**config.mk**
```make
export PLATFORM = sky130hd
export DESIGN_NAME = frame_sync_gen
export DESIGN_NICKNAME = d
export VERILOG_FILES = /design/src/rtl/fsg_pkg.sv /design/src/rtl/fsg_sync_detect.sv /design/src/rtl/fsg_frame_ctr.sv /design/src/rtl/fsg_mframe_ctr.sv /design/src/rtl/fsg_shaper.sv /design/src/rtl/frame_sync_gen.sv
export SDC_FILE = /design/constraint.sdc
export NUM_CORES = 1
export LEC_CHECK = 0
export BUFFER_PORTS_ARGS = -buffer_cell sky130_fd_sc_hd__buf_2
export CAP_MARGIN = 0
export CORE_MARGIN = 5
export CORE_UTILIZATION = 58
export DETAILED_ROUTE_END_ITERATION = 8
export HOLD_SLACK_MARGIN = 0.02
export PLACE_DENSITY = 0.77
export SYNTH_ARGS = -nofsm -noshare
export SYNTH_HDL_FRONTEND = slang
export SYNTH_SLANG_ARGS = --single-unit
export TNS_END_PERCENT = 5
```
**constraint.sdc**
```tcl
create_clock -name clk -period 2.6 [get_ports clk]
set_input_delay 0.26 -clock clk [delete_from_list [all_inputs] [get_ports clk]]
set_output_delay 0.26 -clock clk [all_outputs]
set_load 0.05 [all_outputs]
```
**src/rtl/fsg_pkg.sv**
```systemverilog
package fsg_pkg;

    typedef enum logic {
        SYNC_AT_FRAME  = 1'b0,
        SYNC_AT_MFRAME = 1'b1
    } sync_rate_e;

    typedef struct packed {
        logic invert;
        logic pulse;
    } wave_cfg_t;

    // Output level for one position: the clock level in clock mode, the
    // start-of-period mark in pulse mode, then the optional inversion.
    function automatic logic wave_level(logic first_half, logic at_start, wave_cfg_t cfg);
        return (cfg.pulse ? at_start : first_half) ^ cfg.invert;
    endfunction

endpackage

```
**src/rtl/fsg_sync_detect.sv**
```systemverilog
module fsg_sync_detect #(
    parameter int STAGES = 2
) (
    input  logic clk,
    input  logic rst,
    input  logic din,
    output logic rise
);
    logic [STAGES-1:0] chain_q;
    logic              last_q;

    always_ff @(posedge clk) begin
        if (rst) begin
            chain_q <= '0;
            last_q  <= 1'b0;
        end else begin
            chain_q <= {chain_q[STAGES-2:0], din};
            last_q  <= chain_q[STAGES-1];
        end
    end

    assign rise = chain_q[STAGES-1] & ~last_q;
endmodule

```
**src/rtl/fsg_frame_ctr.sv**
```systemverilog
module fsg_frame_ctr #(
    parameter int DIV = 19440,
    localparam int FW = $clog2(DIV)
) (
    input  logic          clk,
    input  logic          rst,
    input  logic          reload,
    output logic [FW-1:0] cnt_q,
    output logic [FW-1:0] cnt_d,
    output logic          wrap
);
    localparam logic [FW-1:0] LAST = FW'(DIV - 1);

    always_comb begin
        wrap = !reload && (cnt_q == LAST);
        if (reload || cnt_q == LAST)
            cnt_d = '0;
        else
            cnt_d = cnt_q + FW'(1);
    end

    always_ff @(posedge clk) begin
        if (rst) cnt_q <= '0;
        else     cnt_q <= cnt_d;
    end
endmodule

```
**src/rtl/fsg_mframe_ctr.sv**
```systemverilog
module fsg_mframe_ctr #(
    parameter int MF_FRAMES = 4,
    localparam int MW = (MF_FRAMES > 1) ? $clog2(MF_FRAMES) : 1
) (
    input  logic          clk,
    input  logic          rst,
    input  logic          advance,
    input  logic          reload,
    output logic [MW-1:0] cnt_q,
    output logic [MW-1:0] cnt_d
);
    localparam logic [MW-1:0] LAST = MW'(MF_FRAMES - 1);

    always_comb begin
        if (reload)
            cnt_d = '0;
        else if (advance)
            cnt_d = (cnt_q == LAST) ? '0 : cnt_q + MW'(1);
        else
            cnt_d = cnt_q;
    end

    always_ff @(posedge clk) begin
        if (rst) cnt_q <= '0;
        else     cnt_q <= cnt_d;
    end
endmodule

```
**src/rtl/fsg_shaper.sv**
```systemverilog
module fsg_shaper
    import fsg_pkg::*;
(
    input  logic      clk,
    input  logic      rst,
    input  wave_cfg_t cfg,
    input  logic      first_half_d,
    input  logic      at_start_d,
    output logic      level_q
);
    always_ff @(posedge clk) begin
        if (rst) level_q <= wave_level(1'b1, 1'b1, cfg);
        else     level_q <= wave_level(first_half_d, at_start_d, cfg);
    end
endmodule

```
**src/rtl/frame_sync_gen.sv**
```systemverilog
module frame_sync_gen
    import fsg_pkg::*;
#(
    parameter int DIV         = 19440,
    parameter int MF_FRAMES   = 4,
    parameter int SYNC_STAGES = 2
) (
    input  logic clk,
    input  logic rst,
    input  logic fs_inv,
    input  logic fs_pulse,
    input  logic mfs_inv,
    input  logic mfs_pulse,
    input  logic sync_en,
    input  logic sync_rate,
    input  logic sync_in,
    output logic fs_out,
    output logic mfs_out
);
    localparam int FW = $clog2(DIV);
    localparam int MW = (MF_FRAMES > 1) ? $clog2(MF_FRAMES) : 1;
    localparam logic [FW-1:0] F_HALF = FW'(DIV / 2);
    localparam logic [MW-1:0] M_HALF = MW'(MF_FRAMES / 2);
    localparam int N_OUT = 2;

    logic          sync_rise;
    logic          ld_frame, ld_mf;
    logic [FW-1:0] fcnt_q, fcnt_d;
    logic [MW-1:0] mcnt_q, mcnt_d;
    logic          frame_wrap;
    sync_rate_e    rate;

    wave_cfg_t     cfg      [N_OUT];
    logic          half_d   [N_OUT];
    logic          start_d  [N_OUT];
    logic          level_q  [N_OUT];

    fsg_sync_detect #(.STAGES(SYNC_STAGES)) sync_i (
        .clk(clk), .rst(rst), .din(sync_in), .rise(sync_rise)
    );

    assign rate     = sync_rate_e'(sync_rate);
    assign ld_frame = sync_rise && sync_en;
    assign ld_mf    = ld_frame && (rate == SYNC_AT_MFRAME);

    fsg_frame_ctr #(.DIV(DIV)) frame_i (
        .clk(clk), .rst(rst), .reload(ld_frame),
        .cnt_q(fcnt_q), .cnt_d(fcnt_d), .wrap(frame_wrap)
    );

    fsg_mframe_ctr #(.MF_FRAMES(MF_FRAMES)) mframe_i (
        .clk(clk), .rst(rst), .advance(frame_wrap), .reload(ld_mf),
        .cnt_q(mcnt_q), .cnt_d(mcnt_d)
    );

    // Index 0: frame output, index 1: multiframe output.
    always_comb begin
        cfg[0]     = '{invert: fs_inv,  pulse: fs_pulse};
        cfg[1]     = '{invert: mfs_inv, pulse: mfs_pulse};
        half_d[0]  = fcnt_d < F_HALF;
        start_d[0] = fcnt_d == '0;
        half_d[1]  = mcnt_d < M_HALF;
        start_d[1] = (mcnt_d == '0) && (fcnt_d == '0);
    end

    for (genvar g = 0; g < N_OUT; g++) begin : g_out
        fsg_shaper shp_i (
            .clk(clk), .rst(rst), .cfg(cfg[g]),
            .first_half_d(half_d[g]), .at_start_d(start_d[g]),
            .level_q(level_q[g])
        );
    end

    assign fs_out  = level_q[0];
    assign mfs_out = level_q[1];
endmodule

```
== After elaboration in Yosys (flattened, before gate mapping) ==
Cells that the tools add are included.

* Equal/unequal tests: 2
* Divide/modulo/power cells: 0
* Bitwise operators: 6
* Muxes and demuxes: 8
* Magnitude comparators: 2
* Shift operators: 0
* Reduce and logical (&&, ||, !) cells: 8
* Multiply operators: 0
* Add/subtract/negate cells: 2

{| class="wikitable"
|+ Operators by type and width
! operator !! count
|-
| 15-bit by 1-bit adder with 15-bit output (second input constant) || 1
|-
| 15-bit equality test (second input constant) || 1
|-
| 15-bit logical NOT || 1
|-
| 15-bit by 14-bit less-than comparator with 1-bit output (second input constant) || 1
|-
| 15-bit 2-to-1 mux || 1
|-
| 2-bit 2-to-1 mux || 3
|-
| 1-bit logical AND || 4
|-
| 1-bit 2-to-1 mux || 4
|-
| 1-bit NOT || 3
|-
| 2-bit by 1-bit adder with 2-bit output (second input constant) || 1
|-
| 2-bit equality test (second input constant) || 1
|-
| 2-bit logical NOT || 1
|-
| 2-bit less-than comparator (second input constant) || 1
|-
| 1-bit bitwise XOR || 2
|-
| 1-bit AND || 1
|-
| 1-bit logical NOT || 1
|-
| 1-bit logical OR || 1
|}

* Output and inout port bits: 2
* Input port bits: 9
* Memory bits (read-only): 0
* Memories: 0
* Bits in latches: 0
* Register bits: 22
* Bits in writable memories: 0
* Word-level logic and storage cells: 34

== Longest topological paths before layout ==
Gate-level depths: netlist of run 1.

* Word-level depth: 12
* Depth in mapped cells: 9
* Depth with buffers taken out: 8

== Cells and area by module ==
From an unflattened synthesis of run 1, not the netlist that was laid out.

* Cell total of the unflattened synthesis: 133
* Area, all modules: 1133.6 um2

{| class="wikitable"
|+ Modules (own cells, without submodules)
! module !! area each (um2) !! times used !! cells an instance
|-
| fsg_frame_ctr || 752.0 || 1 || 94
|-
| frame_sync_gen || 106.4 || 1 || 15
|-
| fsg_shaper || 47.5 || 2 || 4
|-
| fsg_mframe_ctr || 92.6 || 1 || 9
|-
| fsg_sync_detect || 87.6 || 1 || 7
|}

== Worst setup path after synthesis of run 1 ==
OpenSTA, ideal clock, no wires.

* Kind: reg-to-reg
* From: register frame_i.cnt_q[0]
* To: register g_out[0].shp_i.level_q
* Stages on the path, launching flop included: 10
* Period minus slack after synthesis: 2.273 ns
* Setup slack: 0.327 ns
* Data arrival time: 2.151 ns
* Setup time: 0.123 ns
* Required time: 2.477 ns
* Cell sequence: dfxtp_1 > ha_1 > buf_6 > and3_4 > or4_1 > a221oi_1 > o2111ai_1 > a211oi_2 > a211oi_1 > xnor2_1

* Word-level cells in the longest chain between the ends: 7
* Elaborated cells on any way between the ends: 9
* Those cells by class: add/sub (1); order compare (1); eq/ne (1); mux (3); bitwise (1); reduce/logical (2)

{| class="wikitable"
|+ Ends and longest elaborated chain
! what !! RTL line !! source
|-
| from (decl) || fsg_frame_ctr.sv:8 || <nowiki>output logic [FW-1:0] cnt_q,</nowiki>
|-
| from (signal assigned) || fsg_frame_ctr.sv:24 || <nowiki>else cnt_q <= cnt_d;</nowiki>
|-
| parallel branches: the longest is 2 deep, another holds 15-bit by 1-bit adder with 15-bit output || - ||
|-
| 15-bit 2-to-1 mux * || fsg_frame_ctr.sv:16 || <nowiki>if (reload || cnt_q == LAST)</nowiki>
|-
| 15-bit by 14-bit less-than comparator with 1-bit output / 15-bit logical NOT (equally long branches) || frame_sync_gen.sv:60, frame_sync_gen.sv:61 ||
|-
| 1-bit 2-to-1 mux * || fsg_pkg.sv:16 || <nowiki>return (cfg.pulse ? at_start : first_half) ^ cfg.invert;</nowiki>
|-
| 1-bit bitwise XOR * || fsg_pkg.sv:16 ||
|-
| 1-bit 2-to-1 mux * || fsg_shaper.sv:12 || <nowiki>if (rst) level_q <= wave_level(1'b1, 1'b1, cfg);</nowiki>
|-
| to (signal assigned) || fsg_shaper.sv:12 ||
|-
| to (signal assigned) || fsg_shaper.sv:13 || <nowiki>else level_q <= wave_level(first_half_d, at_start_d, cfg);</nowiki>
|-
| to (decl) || fsg_shaper.sv:9 || <nowiki>output logic level_q</nowiki>
|}

Every way passes the cells marked *.
A chain may end at the register's enable or synchronous reset.

== Worst setup path after layout of run 1 ==
* From: register frame_i.cnt_q[2]
* To: register g_out[0].shp_i.level_q

Same word-level chain as after synthesis.

==> impl_metrics.ini, run 1 <==
[detailed_routing]
drc = 0
routed_via_density = 6.06
vias = 1163
wl_per_cell_um = 14.0
wirelength_mm = 2.69
drt_pass1_iterations = 4
first_iter_violations = 50
ant_nets = 0

[synth]
synth_cell_types = 45
synth_cells = 160
synth_edf_count = 0
ys_ff_latch = 22
synth_top_area_cell = dfxtp_1
avgSynthCellArea_um2 = 8.46
syn_nets = 171
synthTopCellsByArea = dfxtp_1, nor2_1, xnor2_1, buf_4, xor2_1
synth-seq-area-share_pct = 32.5
synth_top_flop_cell = dfxtp_1
synth_top_area_share_pct = 32.5
synthArstFlopShare_pct = 0
syn_area_mm2 = 0.00135
ys_warn_count = 0

[setup_path]
crit_fanout = 10
critical_path_required_ns = 2.82
critPathKind = flop to flop
cp-end-kind = flop
arrival_ns = 2.66
critPathLaunchType = flop

[timing]
finalMaxSlewViolations = 0
post-route-period-util_pct = 94.1
hold_viol_final = 0
grt_setup_unrepaired = false
fmax_mhz = 409
skew_ns = 0.00812
fin_setup_tns_ns = 0
hold_ws_ns = 0.124
setup_viol = 0
min_period_ns = 2.45
tightest_slew_ns = 0.386
max_slew_margin_pct = 74.2

[clocking]
cts_buffers = 3
hold_buffers = 0
clkLatencyLatePin_ns = 0.31
htreeDepth = 1
cts_root_buf = clkbuf_4
cts_tree = yes
cts_sinks = 22
clkTransAtPathRegs_ns = 0.13
postCtsSetupBuffers = 0
cts.path.max_buffers = 2

[grt]
met3_usage_pct = 2.41
antenna_found_initial = 0
grt_busiest_layer = met2
grt_remaining_overflow = 0
grt_pass1_wl_mm = 4.35
grt_use_total_pct = 16.0
grt_use_met2_pct = 24.9
grt_pass1_vias = 987
grt_use_met1_pct = 22.6
grt_max_degree = 14

[layout]
diodes = 0
layout.nets = 176
fill_cells = 200
final-seq-area_um2 = 440
area_delta_synth_final_pct = 5.73
multi_input_area_um2 = 808
drive_gt1_share_pct = 15.9
final_core_utilization_pct = 64.7

[placement]
dp_hpwl_mm = 2.01
gp_congestion = 0.913
io_buffer_count = 10

[pwr]
p_leak_nw = 0.499
peakVddDrop_uv = 312
powerDensity_mw_per_mm2 = 485

[job]
drv_cap = 0

[outcome]
status = complete, no violations

[die]
dieArea_mm2 = 0.00340
initial_utilization_pct = 61.2
core_mm2 = 0.00221
rows = 17
die_w_um = 58.3
dieHeight_um = 58.3
io_pins = 11

[hold_path]
hp-class = input port to flop
where the power goes:
part	total, mW	switching (mW)	internal (mW)
Combinational	0.0776	0.0496	0.0280
Sequential	0.353	0.00613	0.347
Clock	0.263	0.107	0.156
cells in the final DEF (no fill, tap or decap), types with 2 or more instances in the layout:
cell      Yosys  layout
o21ai_0       5       5
o211ai_1      4       4
clkbuf_4      0       3
nor2_1       24      24
buf_4         6       4
nor2b_1       5       5
a21oi_1       3       2
a31oi_1       2       2
xor2_1        5       5
or2_2         2       2
nand2_1       7       7
nor4_1        2       2
a211oi_1      4       4
and4_1        3       3
inv_1         4       4
ha_1          2       2
nand2b_1      2       2
nand3_1       5       5
a221oi_1      2       2
nor3_1        8       8
xnor2_1       9       9
dfxtp_1      22      22
buf_2         3      10
nand4_1       6       6
state kept, by name, summed over array words and instances (netlist names):
name                 cells
frame_i.cnt_q           15
g_out.shp_i.level_q      2
mframe_i.cnt_q           2
sync_i.chain_q           2
sync_i.last_q            1
cells by family (layout without fill, tap and decap cells):
kind of cell,Yosys count,in the layout,share of synthesized area [%]
AOI/OAI and AO/OA,29,29,17.1
xor gates and xnor gates,14,14,9.06
adders and majority gates,2,2,1.85
buffers and inverters,18,22,8.04
DFF,22,22,32.5
and+or+nand+nor,75,75,31.4
synthesized netlist by cell type, drive strengths merged (2+ instances only):
library cell,count
or2,3
buf,11
inv,4
clkbuf,3
xor2,5
and4,3
a211oi,5
a31oi,2
nand2,7
ha,2
nor4,2
o211ai,4
o21ai,5
dfxtp,22
nand2b,2
a221oi,2
nor2,24
xnor2,9
nand4,7
a21oi,3
nor2b,5
nor3,8
nand3,6
metrics by stage:
| step | instance area, µm² | power [mW] | setup WS, ns | instances |
|---|---|---|---|---|
| global route | 1430 | 0.723 | 0.00662 | 192 |
| floorplan | 1350 | 0.420 | 0.327 | 160 |
| finish | 1430 | 0.694 | 0.153 | 192 |
| CTS | 1430 | 0.698 | 0.179 | 192 |
| detailed placement | 1380 | 0.438 | 0.184 | 188 |
| global placement | 1380 | 0.434 | 0.226 | 188 |
final timing paths:
kind / from / slack, ns / endpoint / depth (start not counted)
worst max register to register: frame_i.cnt_q[2] / 0.15 / g_out[0].shp_i.level_q / 7
worst min-delay path: fs_inv / 0.12 / g_out[0].shp_i.level_q / 2
worst min register to register: sync_i.chain_q[0] / 0.45 / sync_i.chain_q[1] / 1
worst max-delay path: frame_i.cnt_q[2] / 0.15 / g_out[0].shp_i.level_q / 7
critical path: stages, from the launching register on:
cell       delay [ns]
dfxtp_1          0.57
nand4_4          0.19
or2_0            0.37
o41ai_4          0.45
o2111ai_1        0.18
a211oi_2         0.32
a211oi_1         0.13
xnor2_1          0.14
repair_timing:
| item | in CTS | in global routing |
|---|---|---|
| endpoints found under the hold margin | 0 | 0 |
| endpoints found under the setup margin | 0 | 1 |
| gates resized for setup | 0 | 2 |
per-layer routing:
| layer | wire length (µm) | vias up |
|---|---|---|
| li1 | - | 586 |
| met1 | 1310 | 537 |
| met2 | 1200 | 34 |
| met3 | 139 | 6 |
| met4 | 35 | 0 |
| met5 | 0 | - |
cell type report:
class | count | area share, %
multi-input cells | 120 | 56.5
flip-flops and latches | 22 | 30.8
clock inverters | 1 | 2.10
repair buffers | 14 | 5.59
clock buffers | 3 | 1.57
well taps | 28 | 2.45
inverters | 4 | 1.05
Power figures use the tool's default switching activity.
==> inputs of run 2 (changes only) <==
--- a/config.mk
+++ b/config.mk
@@ -7,11 +7,11 @@
 export LEC_CHECK = 0
 export BUFFER_PORTS_ARGS = -buffer_cell sky130_fd_sc_hd__buf_2
 export CAP_MARGIN = 0
-export CORE_MARGIN = 5
 export CORE_UTILIZATION = 58
 export DETAILED_ROUTE_END_ITERATION = 8
 export HOLD_SLACK_MARGIN = 0.02
 export PLACE_DENSITY = 0.77
+export SETUP_SLACK_MARGIN = 0.5
 export SYNTH_ARGS = -nofsm -noshare
 export SYNTH_HDL_FRONTEND = slang
 export SYNTH_SLANG_ARGS = --single-unit
==> impl_metrics.ini, run 2 (synthesis results as in run 1) <==
[detailed_routing]
first_iter_violations = 37
drc = 0
ant_nets = 0
routed_via_density = 6.03
vias = 1187
drt_pass1_iterations = 4
wirelength_mm = 2.87
wl_per_cell_um = 14.6

[pwr]
pwr-share-seq_pct = 59.5
switchingPower_mw = 0.163
internal_power_mw = 0.435
comb_power_share_pct = 14.1
powerDensity_mw_per_mm2 = 398
p_sw_share_pct = 27.2
power_mw = 0.597
p_leak_nw = 0.521
clkPwrFrac_pct = 26.4
peakVddDrop_uv = 331

[grt]
grt_max_degree = 14
grt_remaining_overflow = 0
grt_pass1_vias = 1043
grt_use_total_pct = 25.5
antenna_found_initial = 0
grt_pass1_wl_mm = 4.81

[timing]
min_period_ns = 2.24
setup_ws_ns = 0.363
fmax_mhz = 447
tightest_slew_ns = 0.356
fin_setup_tns_ns = 0
max_slew_margin_pct = 76.1
skew_ns = 0.00550
grt_setup_unrepaired = true
finalMaxSlewViolations = 0
hold_viol_final = 0
setup_viol = 0
post-route-period-util_pct = 86.0
hold_ws_ns = 0.130

[setup_path]
crit_fanout = 9
reg2reg_from = frame_i.cnt_q[0]
critical_path_required_ns = 2.81
critical_path.max_stage_delay_ns = 0.42
rrSetupSlack_ns = 0.36
rr_endpoint = g_out[0].shp_i.level_q
cp-end-kind = flop
path_cells = buf_4 -> nand4_4 -> or2_4 -> o41ai_4 -> o2111ai_2 -> a211oi_2 -> a211oi_2 -> xnor2_1
critPathKind = flop to flop
reg2reg_depth = 8
cp_slowest_cell = o41ai_4
cp_top_family = compound AO/OA/AOI/OAI gates
critPathLaunchType = flop
cp_num_cells = 8
critical_path_buf_inv_count = 1
arrival_ns = 2.45
crit_top_cell = a211oi_2

[clocking]
clkLatencyLatePin_ns = 0.31
cts_tree = yes
hold_buffers = 0
clkTransAtPathRegs_ns = 0.12
cts_root_buf = clkbuf_4
htreeDepth = 1
cts_buffers = 3
cts.path.max_buffers = 2
cts_sinks = 22

[hold_path]
min_path_cells = 2
min_to = g_out[0].shp_i.level_q
hp-class = input port to flop
min_from = fs_inv

[layout]
final_cell_mix = nor2_1, dfxtp_1, buf_2, xnor2_1, buf_4
diodes = 0
final_common_cell = nor2_1
multi_input_area_um2 = 851
area_delta_synth_final_pct = 10.8
regMostFlops = frame_i.cnt_q
largest_reg_flops = 15
drive_gt1_share_pct = 26.0
final-seq-area_um2 = 448
fin_area_mm2 = 0.00150
final_core_utilization_pct = 67.8
finalNonFillerCells = 197
fill_cells = 176
layout.nets = 182

[placement]
placed_cell_area_mm2 = 0.00139
gp_congestion = 0.905
dp_slack_ns = 0.142
dp.cells = 188
dp_hpwl_mm = 1.94
io_buffer_count = 10

[die]
dieHeight_um = 50.3
die_w_um = 50.3
initial_utilization_pct = 61.2
io_pins = 11
rows = 17
dieArea_mm2 = 0.00253
core_mm2 = 0.00221

[job]
drv_cap = 0

[outcome]
status = complete, no violations
[run 2: area by class of cell]
class / count / share of cell area (%)
multi-input combinational: 120 / 56.7
sequential: 22 / 29.9
tap: 28 / 2.34
inverter: 4 / 1.00
clock buffer: 3 / 1.50
timing repair buffer: 20 / 8.59
[run 2: worst max-delay path by stage]
stage / start / endpoint / slack [ns]
6_report: frame_i.cnt_q[0] / g_out[0].shp_i.level_q / 0.36
5_1_grt: frame_i.cnt_q[0] / g_out[0].shp_i.level_q / 0.28
4_1_cts: frame_i.cnt_q[1] / g_out[0].shp_i.level_q / 0.31
3_5_place_dp: frame_i.cnt_q[2] / g_out[0].shp_i.level_q / 0.14
3_3_place_gp: frame_i.cnt_q[2] / g_out[0].shp_i.level_q / 0.26
2_1_floorplan: frame_i.cnt_q[0] / g_out[0].shp_i.level_q / 0.38
[run 2: power by group through the flow]
stage / combinational [mW] / clock, mW / sequential (mW)
after CTS: 0.0823 / 0.159 / 0.355
after global routing: 0.0909 / 0.176 / 0.356
after floorplan: 0.0507 / 0 / 0.371
after detailed placement: 0.0772 / 0 / 0.360
after global placement: 0.0748 / 0 / 0.359
final: 0.0841 / 0.158 / 0.355
[run 2: what timing repair did]
action | 4_1_cts | 5_1_grt
setup buffers | 3 | 3
setup endpoints to repair | 2 | 2
pin swaps | 6 | 10
hold endpoints to repair | 0 | 0
gates resized for setup | 13 | 3
[run 2: layer usage]
| metal | up-vias | global-route usage (%) | wire length, µm |
|---|---|---|---|
| li1 | 593 | - | - |
| met1 | 550 | 35.5 | 1340 |
| met2 | 39 | 38.9 | 1310 |
| met3 | 5 | 3.64 | 168 |
| met4 | 0 | 11.1 | 49 |
| met5 | - | 0 | 0 |
[run 2: worst reg2reg max path, cell delays in order, from the launching register on]
cell       delay [ns]
dfxtp_2          0.37
buf_4            0.17
nand4_4          0.11
or2_4            0.30
o41ai_4          0.42
o2111ai_2        0.18
a211oi_2         0.32
a211oi_2         0.13
xnor2_1          0.13
